### config.mk
export PLATFORM = sky130hd
export DESIGN_NAME = scl_count_calc
export DESIGN_NICKNAME = d
export VERILOG_FILES = /design/src/rtl/scl_calc_pkg.sv /design/src/rtl/scl_calc_operands.sv /design/src/rtl/scl_calc_divider.sv /design/src/rtl/scl_calc_clamp.sv /design/src/rtl/scl_count_calc.sv
export SDC_FILE = /design/constraint.sdc
export NUM_CORES = 1
export LEC_CHECK = 0
export ABC_AREA = 1
export BUFFER_PORTS_ARGS = -buffer_cell sky130_fd_sc_hd__buf_4
export CORE_MARGIN = 2
export CORE_UTILIZATION = 45
export CTS_CLUSTER_DIAMETER = 120
export DETAILED_ROUTE_END_ITERATION = 10
export RECOVER_POWER = 50
export SETUP_SLACK_MARGIN = 0.1
export SYNTH_ARGS = -nofsm -noshare
export SYNTH_HDL_FRONTEND = slang
export SYNTH_SLANG_ARGS = --single-unit
export TNS_END_PERCENT = 50
### constraint.sdc
create_clock -name clk -period 19.3 [get_ports clk]
set_clock_uncertainty 0.05 [all_clocks]
set_input_delay 0 -clock clk [delete_from_list [all_inputs] [get_ports clk]]
set_output_delay 0 -clock clk [all_outputs]
set_load 0.02 [all_outputs]
### src/rtl/scl_calc_pkg.sv
package scl_calc_pkg;

  typedef enum logic [2:0] {
    ST_IDLE,
    ST_LOAD_H,
    ST_RUN_H,
    ST_LOAD_L,
    ST_RUN_L
  } calc_state_t;

  // preset timing targets, tenths of a microsecond
  localparam int STD_HIGH_T  = 40;
  localparam int STD_LOW_T   = 47;
  localparam int FAST_HIGH_T = 6;
  localparam int FAST_LOW_T  = 13;
  localparam int PRESET_FALL = 3;

  // fixed subtractions per formula
  localparam int SUB_HIGH_DEFAULT = 3;
  localparam int SUB_HIGH_IDEAL   = 8;
  localparam int SUB_LOW          = 1;
  localparam int SUB_W            = 4;

  // tenths of a microsecond times kHz -> cycles scale
  localparam int TIME_SCALE = 10000;

endpackage

### src/rtl/scl_calc_operands.sv
module scl_calc_operands
  import scl_calc_pkg::*;
#(
  parameter int KHZ_W = 20,
  parameter int T_W   = 8,
  parameter int NUM_W = KHZ_W + T_W + 2
) (
  input  logic             clk,
  input  logic             rst,
  input  logic             load,
  input  logic [KHZ_W-1:0] khz,
  input  logic             preset_en,
  input  logic             fast_sel,
  input  logic [T_W-1:0]   t_high,
  input  logic [T_W-1:0]   t_low,
  input  logic [T_W-1:0]   t_fall,
  input  logic             ideal,
  output logic [NUM_W-1:0] h_num,
  output logic [NUM_W-1:0] l_num
);

  localparam int HALF = TIME_SCALE / 2;

  logic [T_W-1:0] sel_high, sel_low, sel_fall;
  logic [T_W:0]   h_time, l_time;
  logic [NUM_W-1:0] h_prod, l_prod;

  always_comb begin
    if (preset_en) begin
      sel_high = fast_sel ? T_W'(FAST_HIGH_T) : T_W'(STD_HIGH_T);
      sel_low  = fast_sel ? T_W'(FAST_LOW_T)  : T_W'(STD_LOW_T);
      sel_fall = T_W'(PRESET_FALL);
    end else begin
      sel_high = t_high;
      sel_low  = t_low;
      sel_fall = t_fall;
    end
    h_time = ideal ? {1'b0, sel_high} : ({1'b0, sel_high} + {1'b0, sel_fall});
    l_time = {1'b0, sel_low} + {1'b0, sel_fall};
    h_prod = NUM_W'(khz) * NUM_W'(h_time);
    l_prod = NUM_W'(khz) * NUM_W'(l_time);
  end

  always_ff @(posedge clk) begin
    if (rst) begin
      h_num <= '0;
      l_num <= '0;
    end else if (load) begin
      h_num <= h_prod + NUM_W'(HALF);
      l_num <= l_prod + NUM_W'(HALF);
    end
  end

endmodule

### src/rtl/scl_calc_divider.sv
module scl_calc_divider #(
  parameter int NUM_W   = 30,
  parameter int DIVISOR = 10000
) (
  input  logic             clk,
  input  logic             rst,
  input  logic             go,
  input  logic [NUM_W-1:0] num,
  output logic [NUM_W-1:0] quo,
  output logic             valid
);

  localparam int R_W = $clog2(DIVISOR) + 1;
  localparam int C_W = $clog2(NUM_W + 1);
  localparam logic [R_W-1:0] DVS = R_W'(DIVISOR);

  logic [R_W-1:0] rem;
  logic [C_W-1:0] cnt;
  logic           run;
  logic [R_W-1:0] shifted;
  logic [R_W-1:0] diff;
  logic           borrow;

  always_comb begin
    shifted        = {rem[R_W-2:0], quo[NUM_W-1]};
    {borrow, diff} = {1'b0, shifted} - {1'b0, DVS};
  end

  always_ff @(posedge clk) begin
    if (rst) begin
      rem   <= '0;
      quo   <= '0;
      cnt   <= '0;
      run   <= 1'b0;
      valid <= 1'b0;
    end else begin
      valid <= 1'b0;
      if (go) begin
        rem <= '0;
        quo <= num;
        cnt <= C_W'(NUM_W);
        run <= 1'b1;
      end else if (run) begin
        rem <= borrow ? shifted : diff;
        quo <= {quo[NUM_W-2:0], ~borrow};
        cnt <= cnt - 1'b1;
        if (cnt == C_W'(1)) begin
          run   <= 1'b0;
          valid <= 1'b1;
        end
      end
    end
  end

endmodule

### src/rtl/scl_calc_clamp.sv
module scl_calc_clamp
  import scl_calc_pkg::*;
#(
  parameter int Q_W   = 30,
  parameter int OFS_W = 16,
  parameter int CNT_W = 16
) (
  input  logic [Q_W-1:0]          quo,
  input  logic [SUB_W-1:0]        sub,
  input  logic signed [OFS_W-1:0] ofs,
  output logic [CNT_W-1:0]        cnt
);

  localparam int SW = ((Q_W > OFS_W) ? Q_W : OFS_W) + 3;
  localparam logic signed [SW-1:0] MAXS = SW'((64'd1 << CNT_W) - 64'd1);

  logic signed [SW-1:0] q_ext, o_ext, s_ext, v;

  always_comb begin
    q_ext = $signed({{(SW-Q_W){1'b0}}, quo});
    o_ext = $signed({{(SW-OFS_W){ofs[OFS_W-1]}}, ofs});
    s_ext = $signed({{(SW-SUB_W){1'b0}}, sub});
    v     = q_ext - s_ext + o_ext;
    if (v[SW-1])       cnt = '0;
    else if (v > MAXS) cnt = '1;
    else               cnt = v[CNT_W-1:0];
  end

endmodule

### src/rtl/scl_count_calc.sv
module scl_count_calc
  import scl_calc_pkg::*;
#(
  parameter int KHZ_W = 20,
  parameter int T_W   = 8,
  parameter int OFS_W = 16,
  parameter int CNT_W = 16
) (
  input  logic                    clk,
  input  logic                    rst,
  input  logic                    start_i,
  input  logic [KHZ_W-1:0]        ref_khz_i,
  input  logic                    preset_en_i,
  input  logic                    fast_sel_i,
  input  logic [T_W-1:0]          t_high_i,
  input  logic [T_W-1:0]          t_low_i,
  input  logic [T_W-1:0]          t_fall_i,
  input  logic                    ideal_mode_i,
  input  logic signed [OFS_W-1:0] offset_i,
  output logic                    busy_o,
  output logic                    done_o,
  output logic [CNT_W-1:0]        hcnt_o,
  output logic [CNT_W-1:0]        lcnt_o
);

  localparam int NUM_W = KHZ_W + T_W + 2;

  calc_state_t state;
  logic accept;
  logic [NUM_W-1:0] h_num, l_num, div_num, div_quo, h_quo;
  logic div_go, div_valid;
  logic [SUB_W-1:0] h_sub;
  logic signed [OFS_W-1:0] ofs_q;
  logic [CNT_W-1:0] h_cnt_c, l_cnt_c;

  assign busy_o = (state != ST_IDLE);
  assign accept = start_i && (state == ST_IDLE);
  assign div_go  = (state == ST_LOAD_H) || (state == ST_LOAD_L);
  assign div_num = (state == ST_LOAD_H) ? h_num : l_num;

  scl_calc_operands #(.KHZ_W(KHZ_W), .T_W(T_W), .NUM_W(NUM_W)) u_ops (
    .clk(clk), .rst(rst), .load(accept), .khz(ref_khz_i),
    .preset_en(preset_en_i), .fast_sel(fast_sel_i),
    .t_high(t_high_i), .t_low(t_low_i), .t_fall(t_fall_i),
    .ideal(ideal_mode_i), .h_num(h_num), .l_num(l_num)
  );

  scl_calc_divider #(.NUM_W(NUM_W), .DIVISOR(TIME_SCALE)) u_div (
    .clk(clk), .rst(rst), .go(div_go), .num(div_num),
    .quo(div_quo), .valid(div_valid)
  );

  scl_calc_clamp #(.Q_W(NUM_W), .OFS_W(OFS_W), .CNT_W(CNT_W)) u_clamp_h (
    .quo(h_quo), .sub(h_sub), .ofs(ofs_q), .cnt(h_cnt_c)
  );

  scl_calc_clamp #(.Q_W(NUM_W), .OFS_W(OFS_W), .CNT_W(CNT_W)) u_clamp_l (
    .quo(div_quo), .sub(SUB_W'(SUB_LOW)), .ofs(ofs_q), .cnt(l_cnt_c)
  );

  always_ff @(posedge clk) begin
    if (rst) begin
      state  <= ST_IDLE;
      done_o <= 1'b0;
      hcnt_o <= '0;
      lcnt_o <= '0;
      h_quo  <= '0;
      h_sub  <= '0;
      ofs_q  <= '0;
    end else begin
      done_o <= 1'b0;
      unique case (state)
        ST_IDLE: if (accept) begin
          h_sub <= ideal_mode_i ? SUB_W'(SUB_HIGH_IDEAL) : SUB_W'(SUB_HIGH_DEFAULT);
          ofs_q <= offset_i;
          state <= ST_LOAD_H;
        end
        ST_LOAD_H: state <= ST_RUN_H;
        ST_RUN_H: if (div_valid) begin
          h_quo <= div_quo;
          state <= ST_LOAD_L;
        end
        ST_LOAD_L: state <= ST_RUN_L;
        ST_RUN_L: if (div_valid) begin
          hcnt_o <= h_cnt_c;
          lcnt_o <= l_cnt_c;
          done_o <= 1'b1;
          state  <= ST_IDLE;
        end
        default: state <= ST_IDLE;
      endcase
    end
  end

endmodule

==> results of run 1 <==
[worst max-delay path: cells and delay by family]
family	cells	cell delay, ps
buffers and inverters	9	1340
adders and majority gates	7	3040
AOI/OAI and AO/OA	8	1750
and+or+nand+nor	8	830
[final cells by class]
class	count	area, sq um
repair buffers	127	848.3
flip-flops and latches	195	3904
clock inverters	14	138.9
fillers	6265	30180
well taps	773	967.2
multi-input cells	2891	19310
clock buffers	18	429.2
inverters	775	2909
[synthesized netlist by cell type, types with 19 or more instances]
| master | n |
|---|---|
| a21oi_1 | 264 |
| clkbuf_1 | 102 |
| dfxtp_1 | 195 |
| fa_1 | 261 |
| ha_1 | 232 |
| inv_1 | 745 |
| nand2_1 | 1063 |
| nand2_2 | 19 |
| nand3_1 | 130 |
| nand4_1 | 26 |
| nor2_1 | 404 |
| nor2_2 | 21 |
| nor3_1 | 32 |
| o211ai_1 | 27 |
| o21ai_0 | 145 |
| o21bai_1 | 24 |
| xnor2_1 | 26 |
| xor2_1 | 68 |
[timing repair]
action / 4_1_cts / 5_1_grt
buffers inserted: 0 / 0
hold endpoints to repair: 19 / 0
hold buffers: 18 / 0
[where the power goes]
part           total (W)  internal [W]  switching (W)
Sequential      0.000568      0.000480      0.0000878
Clock           0.000353      0.000182       0.000171
Combinational    0.00424       0.00155        0.00269
[flip-flops by register name, indices dropped and copies added (netlist names)]
register     cells
ofs_q           16
u_div.quo       30
u_div.run        1
h_sub            2
u_div.cnt        5
u_ops.l_num     30
u_div.valid      1
done_o           1
h_quo           30
lcnt_o          16
state            3
hcnt_o          16
u_div.rem       14
u_ops.h_num     30
[metal layers]
| layer | GRT usage | vias up | wire length [microns] |
|---|---|---|---|
| met1 | 0.3263 | 11122 | 34080 |
| met5 | 0 | - | 0 |
| met4 | 0.09355 | 0 | 2851 |
| li1 | - | 12320 | - |
| met3 | 0.02778 | 108 | 3612 |
| met2 | 0.4358 | 588 | 35420 |
[logic make-up (layout without fill, tap and decap cells)]
family | after synthesis | in the layout | synth area share
AND/OR/NAND/NOR | 1760 | 1760 | 0.2736
adder cells (fa/ha/maj) | 493 | 493 | 0.3055
XOR/XNOR | 95 | 95 | 0.03156
buffers and inverters | 891 | 934 | 0.1277
AO/OA/AOI/OAI | 543 | 543 | 0.1148
flip-flops | 195 | 195 | 0.1467
[worst max path at each step]
| stage | slack (ps) | end | depth (start not counted) |
|---|---|---|---|
| after floorplan | 12790 | u_ops.h_num[26] | 37 |
| after global placement | 12180 | u_ops.h_num[26] | 32 |
| after detailed placement | 12180 | u_ops.h_num[28] | 30 |
| after CTS | 12660 | u_ops.h_num[28] | 30 |
| after global routing | 11920 | u_ops.h_num[26] | 32 |
| final | 12620 | u_ops.h_num[26] | 32 |
[stage by stage]
stage | util | hold WS (ps)
after detailed placement | 0.4758 | 214.3
after global routing | 0.4857 | 129.9
after floorplan | - | 94.63
after global placement | 0.4758 | 208.7
after CTS | 0.4885 | 114.9
final | 0.4857 | 59.37
==> flow_summary.yaml, run 1 <==
sta:
  tightest_slew_ps: 2408
  final.setup.worst_slack_ps: 12620
  slew_viol_final: 210
  finalSetupTns_ps: 0
  final-setup-viol-count: 0
  hold_viol: 0
  rsz0062_at_grt: "no"
  period_share: 0.3459
  fin_crit_ps: 6675
  slew_headroom: -0.6055
  fmax_mhz: 149.8
drt:
  vias: 24138
  drc_errors: 0
  postRouteWirelength_microns: 75970
  dr.first_iter.drc_count: 1474
  viasPerCell: 5.036
  wl_per_cell_microns: 15.85
  ant_nets: 0
  dr.pass1.iters: 6
placement:
  place.gp.congestion: 0.9278
  place_inst: 4743
  dp_slack_ps: 12180
  io_buffers: 99
  dpl.hpwl_microns: 62410
  place_area_sq_um: 27920
worst_hold_path:
  hp-start: "rst"
  hold_end: "ofs_q[15]"
  hold_path_class: "input port to flop"
  holdPathStages: 2
cells_and_area:
  drive_gt1_frac: 0.04925
  fin_area_sq_um: 28510
  final_cell_mix: "nand2_1 (1063), inv_1 (744), nor2_1 (403), a21oi_1 (264), fa_1 (261)"
  nNetsFinal: 4566
  num_antenna_cells: 0
  final_common_cell: "nand2_1"
  area_growth_pct: 7.149
  stdcell_count: 4793
die:
  die_y_microns: 247.1
  coreArea_sq_um: 58690
  die_x_microns: 247.1
  initial_utilization: 0.4533
  die_area_sq_um: 61080
  io_pins: 100
  rows: 89
synth:
  synth_top_area_share: 0.1964
  syn-instance-count: 3977
  synth-edff-count: 0
  yosysSeqAreaShare: 0.1467
  ys_seq_elements: 195
  synthTopCellsByArea: "fa_1 (20%), nand2_1 (15%), dfxtp_1 (15%), ha_1 (11%), inv_1 (11%)"
  syn_area_sq_um: 26600
  synth_top_cell_by_area: "fa_1"
  avgSynthCellArea_sq_um: 6.690
  ys_async_sr_fraction: 0
  ys_types: 57
  synth_ff_type: "dfxtp_1"
  synth_nets: 4536
  yosysWarnings: 0
setup_path:
  r2r-start: "state[0]"
  arrival_ps: 6970
  cp.required_ps: 19600
  crit_start: "preset_en_i"
  critPathMaxStageDelay_ps: 660
  r2r-end: "u_ops.l_num[23]"
  slowest_stage: "clkinv_1"
  reg2reg_depth: 7
  ff2ff_setup_slack_ps: 13700
  startpoint_type: "input port"
  crit_fanout: 26
  critPathMostFrequentCell: "inv_1"
  cp-end-kind: "flop"
  path_class: "input port to flop"
clock_network:
  cts_tree: "done"
  clock_sinks: 195
  clock_latency_ps: 450
  h-tree-depth: 4
  cts_resized: 0
  cts_buffer_depth: 2
  cts_made_buffers: 17
  cts-root-buf: "clkbuf_16"
  clk_pin_slew_ps: 80
global_routing:
  antenna_found_initial: 0
  grt.total_usage: 0.2533
  grt_max_degree: 94
  grt_pass1_wl_microns: 123000
  grt_overflow: 0
  first_global_vias: 23228
power:
  p_per_area_nw_per_um2: 180.9
  p_leak_nw: 15.17
  ir_drop_mv: 0.1578
  total_power_w: 0.005157
run_status:
  violations: "max-capacitance violations, max-slew violations"
  outcome: "finished with violations"
run:
  drv_cap: 4
Note: power is estimated with default switching activity, not from simulation.
==> run 2, diff against run 1 <==
==> constraint.sdc (replaced) <==
create_clock -name clk -period 5.6 [get_ports clk]
set_clock_uncertainty 0.05 [all_clocks]
set_input_delay 0 -clock clk [delete_from_list [all_inputs] [get_ports clk]]
set_output_delay 0 -clock clk [all_outputs]
set_load 0.02 [all_outputs]
==> run 2 against run 1 <==
Effect of this change:
- the flow still finishes with violations (max-capacitance violations, max-slew violations)
- clock-buffer cell count increased by 3
- first-iteration DRC count increased by 6.6%
- worst hold slack got worse by 13 ps
- setup slack got worse by 13000 ps
- die area unchanged
- wire length increased by 6.1%
- sequential share of layout area is 1.6 points lower
- utilization rose by 6.5 points
- register-to-register slack got worse by 13000 ps
- cell area up 13%
- cell count increased by 5.8%
- via count grew 4.4%
==> flow_summary.yaml, run 2 (same netlist as run 1, synthesis figures left out) <==
setup_path:
  reg2reg_depth: 31
  critPathMaxStageDelay_ps: 560
  crit_fanout: 7
  cp-end-kind: "flop"
  crit_buf_inv: 7
  r2r-end: "hcnt_o[1]"
  r2r-start: "h_quo[0]"
  ff2ff_setup_slack_ps: 510
  path_class: "input port to flop"
  cp.required_ps: 5910
  worst_path_dominant_cell_family: "adder cells"
  slowest_stage: "fa_1"
  arrival_ps: 5860
  startpoint_type: "input port"
global_routing:
  first_global_vias: 24142
  grt_pass1_wl_microns: 126600
  grt_overflow: 0
  grt.total_usage: 0.2625
  antenna_found_initial: 1
  grt_max_degree: 79
sta:
  period_share: 0.9918
  final-setup-viol-count: 0
  fmax_mhz: 180.0
  slew_viol_final: 36
  slew_headroom: -0.05624
  holdWs_ps: 46.13
  hold_viol: 0
  rsz0062_at_grt: "yes"
  fin_crit_ps: 5554
  tightest_slew_ps: 1584
drt:
  viasPerCell: 4.971
  vias: 25205
  dr.first_iter.drc_count: 1572
  drc_errors: 0
  postRouteWirelength_microns: 80620
  wl_per_cell_microns: 15.90
  ant_nets: 0
  dr.pass1.iters: 5
clock_network:
  cts_buffer_depth: 2
  clock_latency_ps: 460
  h-tree-depth: 4
  cts_tree: "done"
  clk_pin_slew_ps: 80
  cts_made_buffers: 17
  cts-root-buf: "clkbuf_16"
  clock_sinks: 195
run_status:
  outcome: "finished with violations"
  violations: "max-capacitance violations, max-slew violations"
die:
  coreArea_sq_um: 58690
  die_x_microns: 247.1
  io_pins: 100
  initial_utilization: 0.4533
  rows: 89
  die_y_microns: 247.1
  die_area_sq_um: 61080
cells_and_area:
  fill_cells: 5819
  stdcell_count: 5070
  area_growth_pct: 21.45
  multiInputGateArea_sq_um: 20830
  fin_area_sq_um: 32310
  final_common_cell: "nand2_1"
  final_cell_mix: "nand2_1 (1029), inv_1 (722), nor2_1 (369), buf_4 (322), fa_1 (244)"
  nNetsFinal: 4844
  drive_gt1_frac: 0.1664
  regArea_sq_um: 3904
  num_antenna_cells: 0
run:
  drv_cap: 1
placement:
  dpl.hpwl_microns: 65980
  place_inst: 4993
  place_area_sq_um: 30580
  io_buffers: 99
  place.gp.congestion: 0.9314
worst_hold_path:
  hold_end: "u_div.quo[29]"
  hold_path_class: "input port to flop"
  hp-start: "rst"
  holdPathStages: 4
## run 2: tightest hold or removal path: stages
cell and delay (ps):
buf_4 90, inv_2 210, o221ai_1 150, inv_1 50
## run 2: metal layers
layer / wire length (microns) / share of wire / global-route usage
met5: 0 / 0 / 0
met4: 3500 / 0.043 / 0.1067
met3: 2814 / 0.035 / 0.02019
met2: 37990 / 0.47 / 0.4507
met1: 36310 / 0.45 / 0.3407
## run 2: area by class of cell
cell class              count  share of cell area
multi-input cells        2892              0.6445
flip-flops and latches    195              0.1208
repair buffers            404             0.09642
inverters                 775             0.09053
well taps                 773             0.02993
clock buffers              21             0.01425
clock inverters            10            0.003524
## run 2: worst max-delay path by stage
stage / start / end / slack [ps] / cells past startpoint
after detailed placement: preset_en_i / u_ops.l_num[22] / -550 / 34
after CTS: preset_en_i / u_ops.l_num[22] / 70 / 36
final: preset_en_i / u_ops.h_num[28] / 50 / 34
after global routing: preset_en_i / u_ops.h_num[26] / -260 / 39
after global placement: preset_en_i / u_ops.l_num[22] / -520 / 36
after floorplan: preset_en_i / u_ops.l_num[26] / -270 / 36
## run 2: timing repair
| action | CTS | global route |
|---|---|---|
| setup endpoints to repair | 22 | 45 |
| gates cloned | 0 | 2 |
| gates resized for setup | 26 | 177 |
| buffers inserted | 7 | 23 |
| hold buffers | 19 | 0 |
| pin swaps | 30 | 109 |
| endpoints found under the hold margin | 20 | 0 |
## run 2: stage by stage
step	setup WS [ps]	setup TNS [ps]	utilization
finish	45.73	0	0.5506
global route	-262.7	-4040	0.5506
CTS	73.38	0	0.5367
detailed placement	-547.6	-14780	0.5210
global placement	-521.4	-12110	0.5210
floorplan	-266.1	-2921	-
Power of run 2 is left out: the tool's default activity adds up to more than one toggle a clock period on the data nets, which glitch-free logic cannot reach.
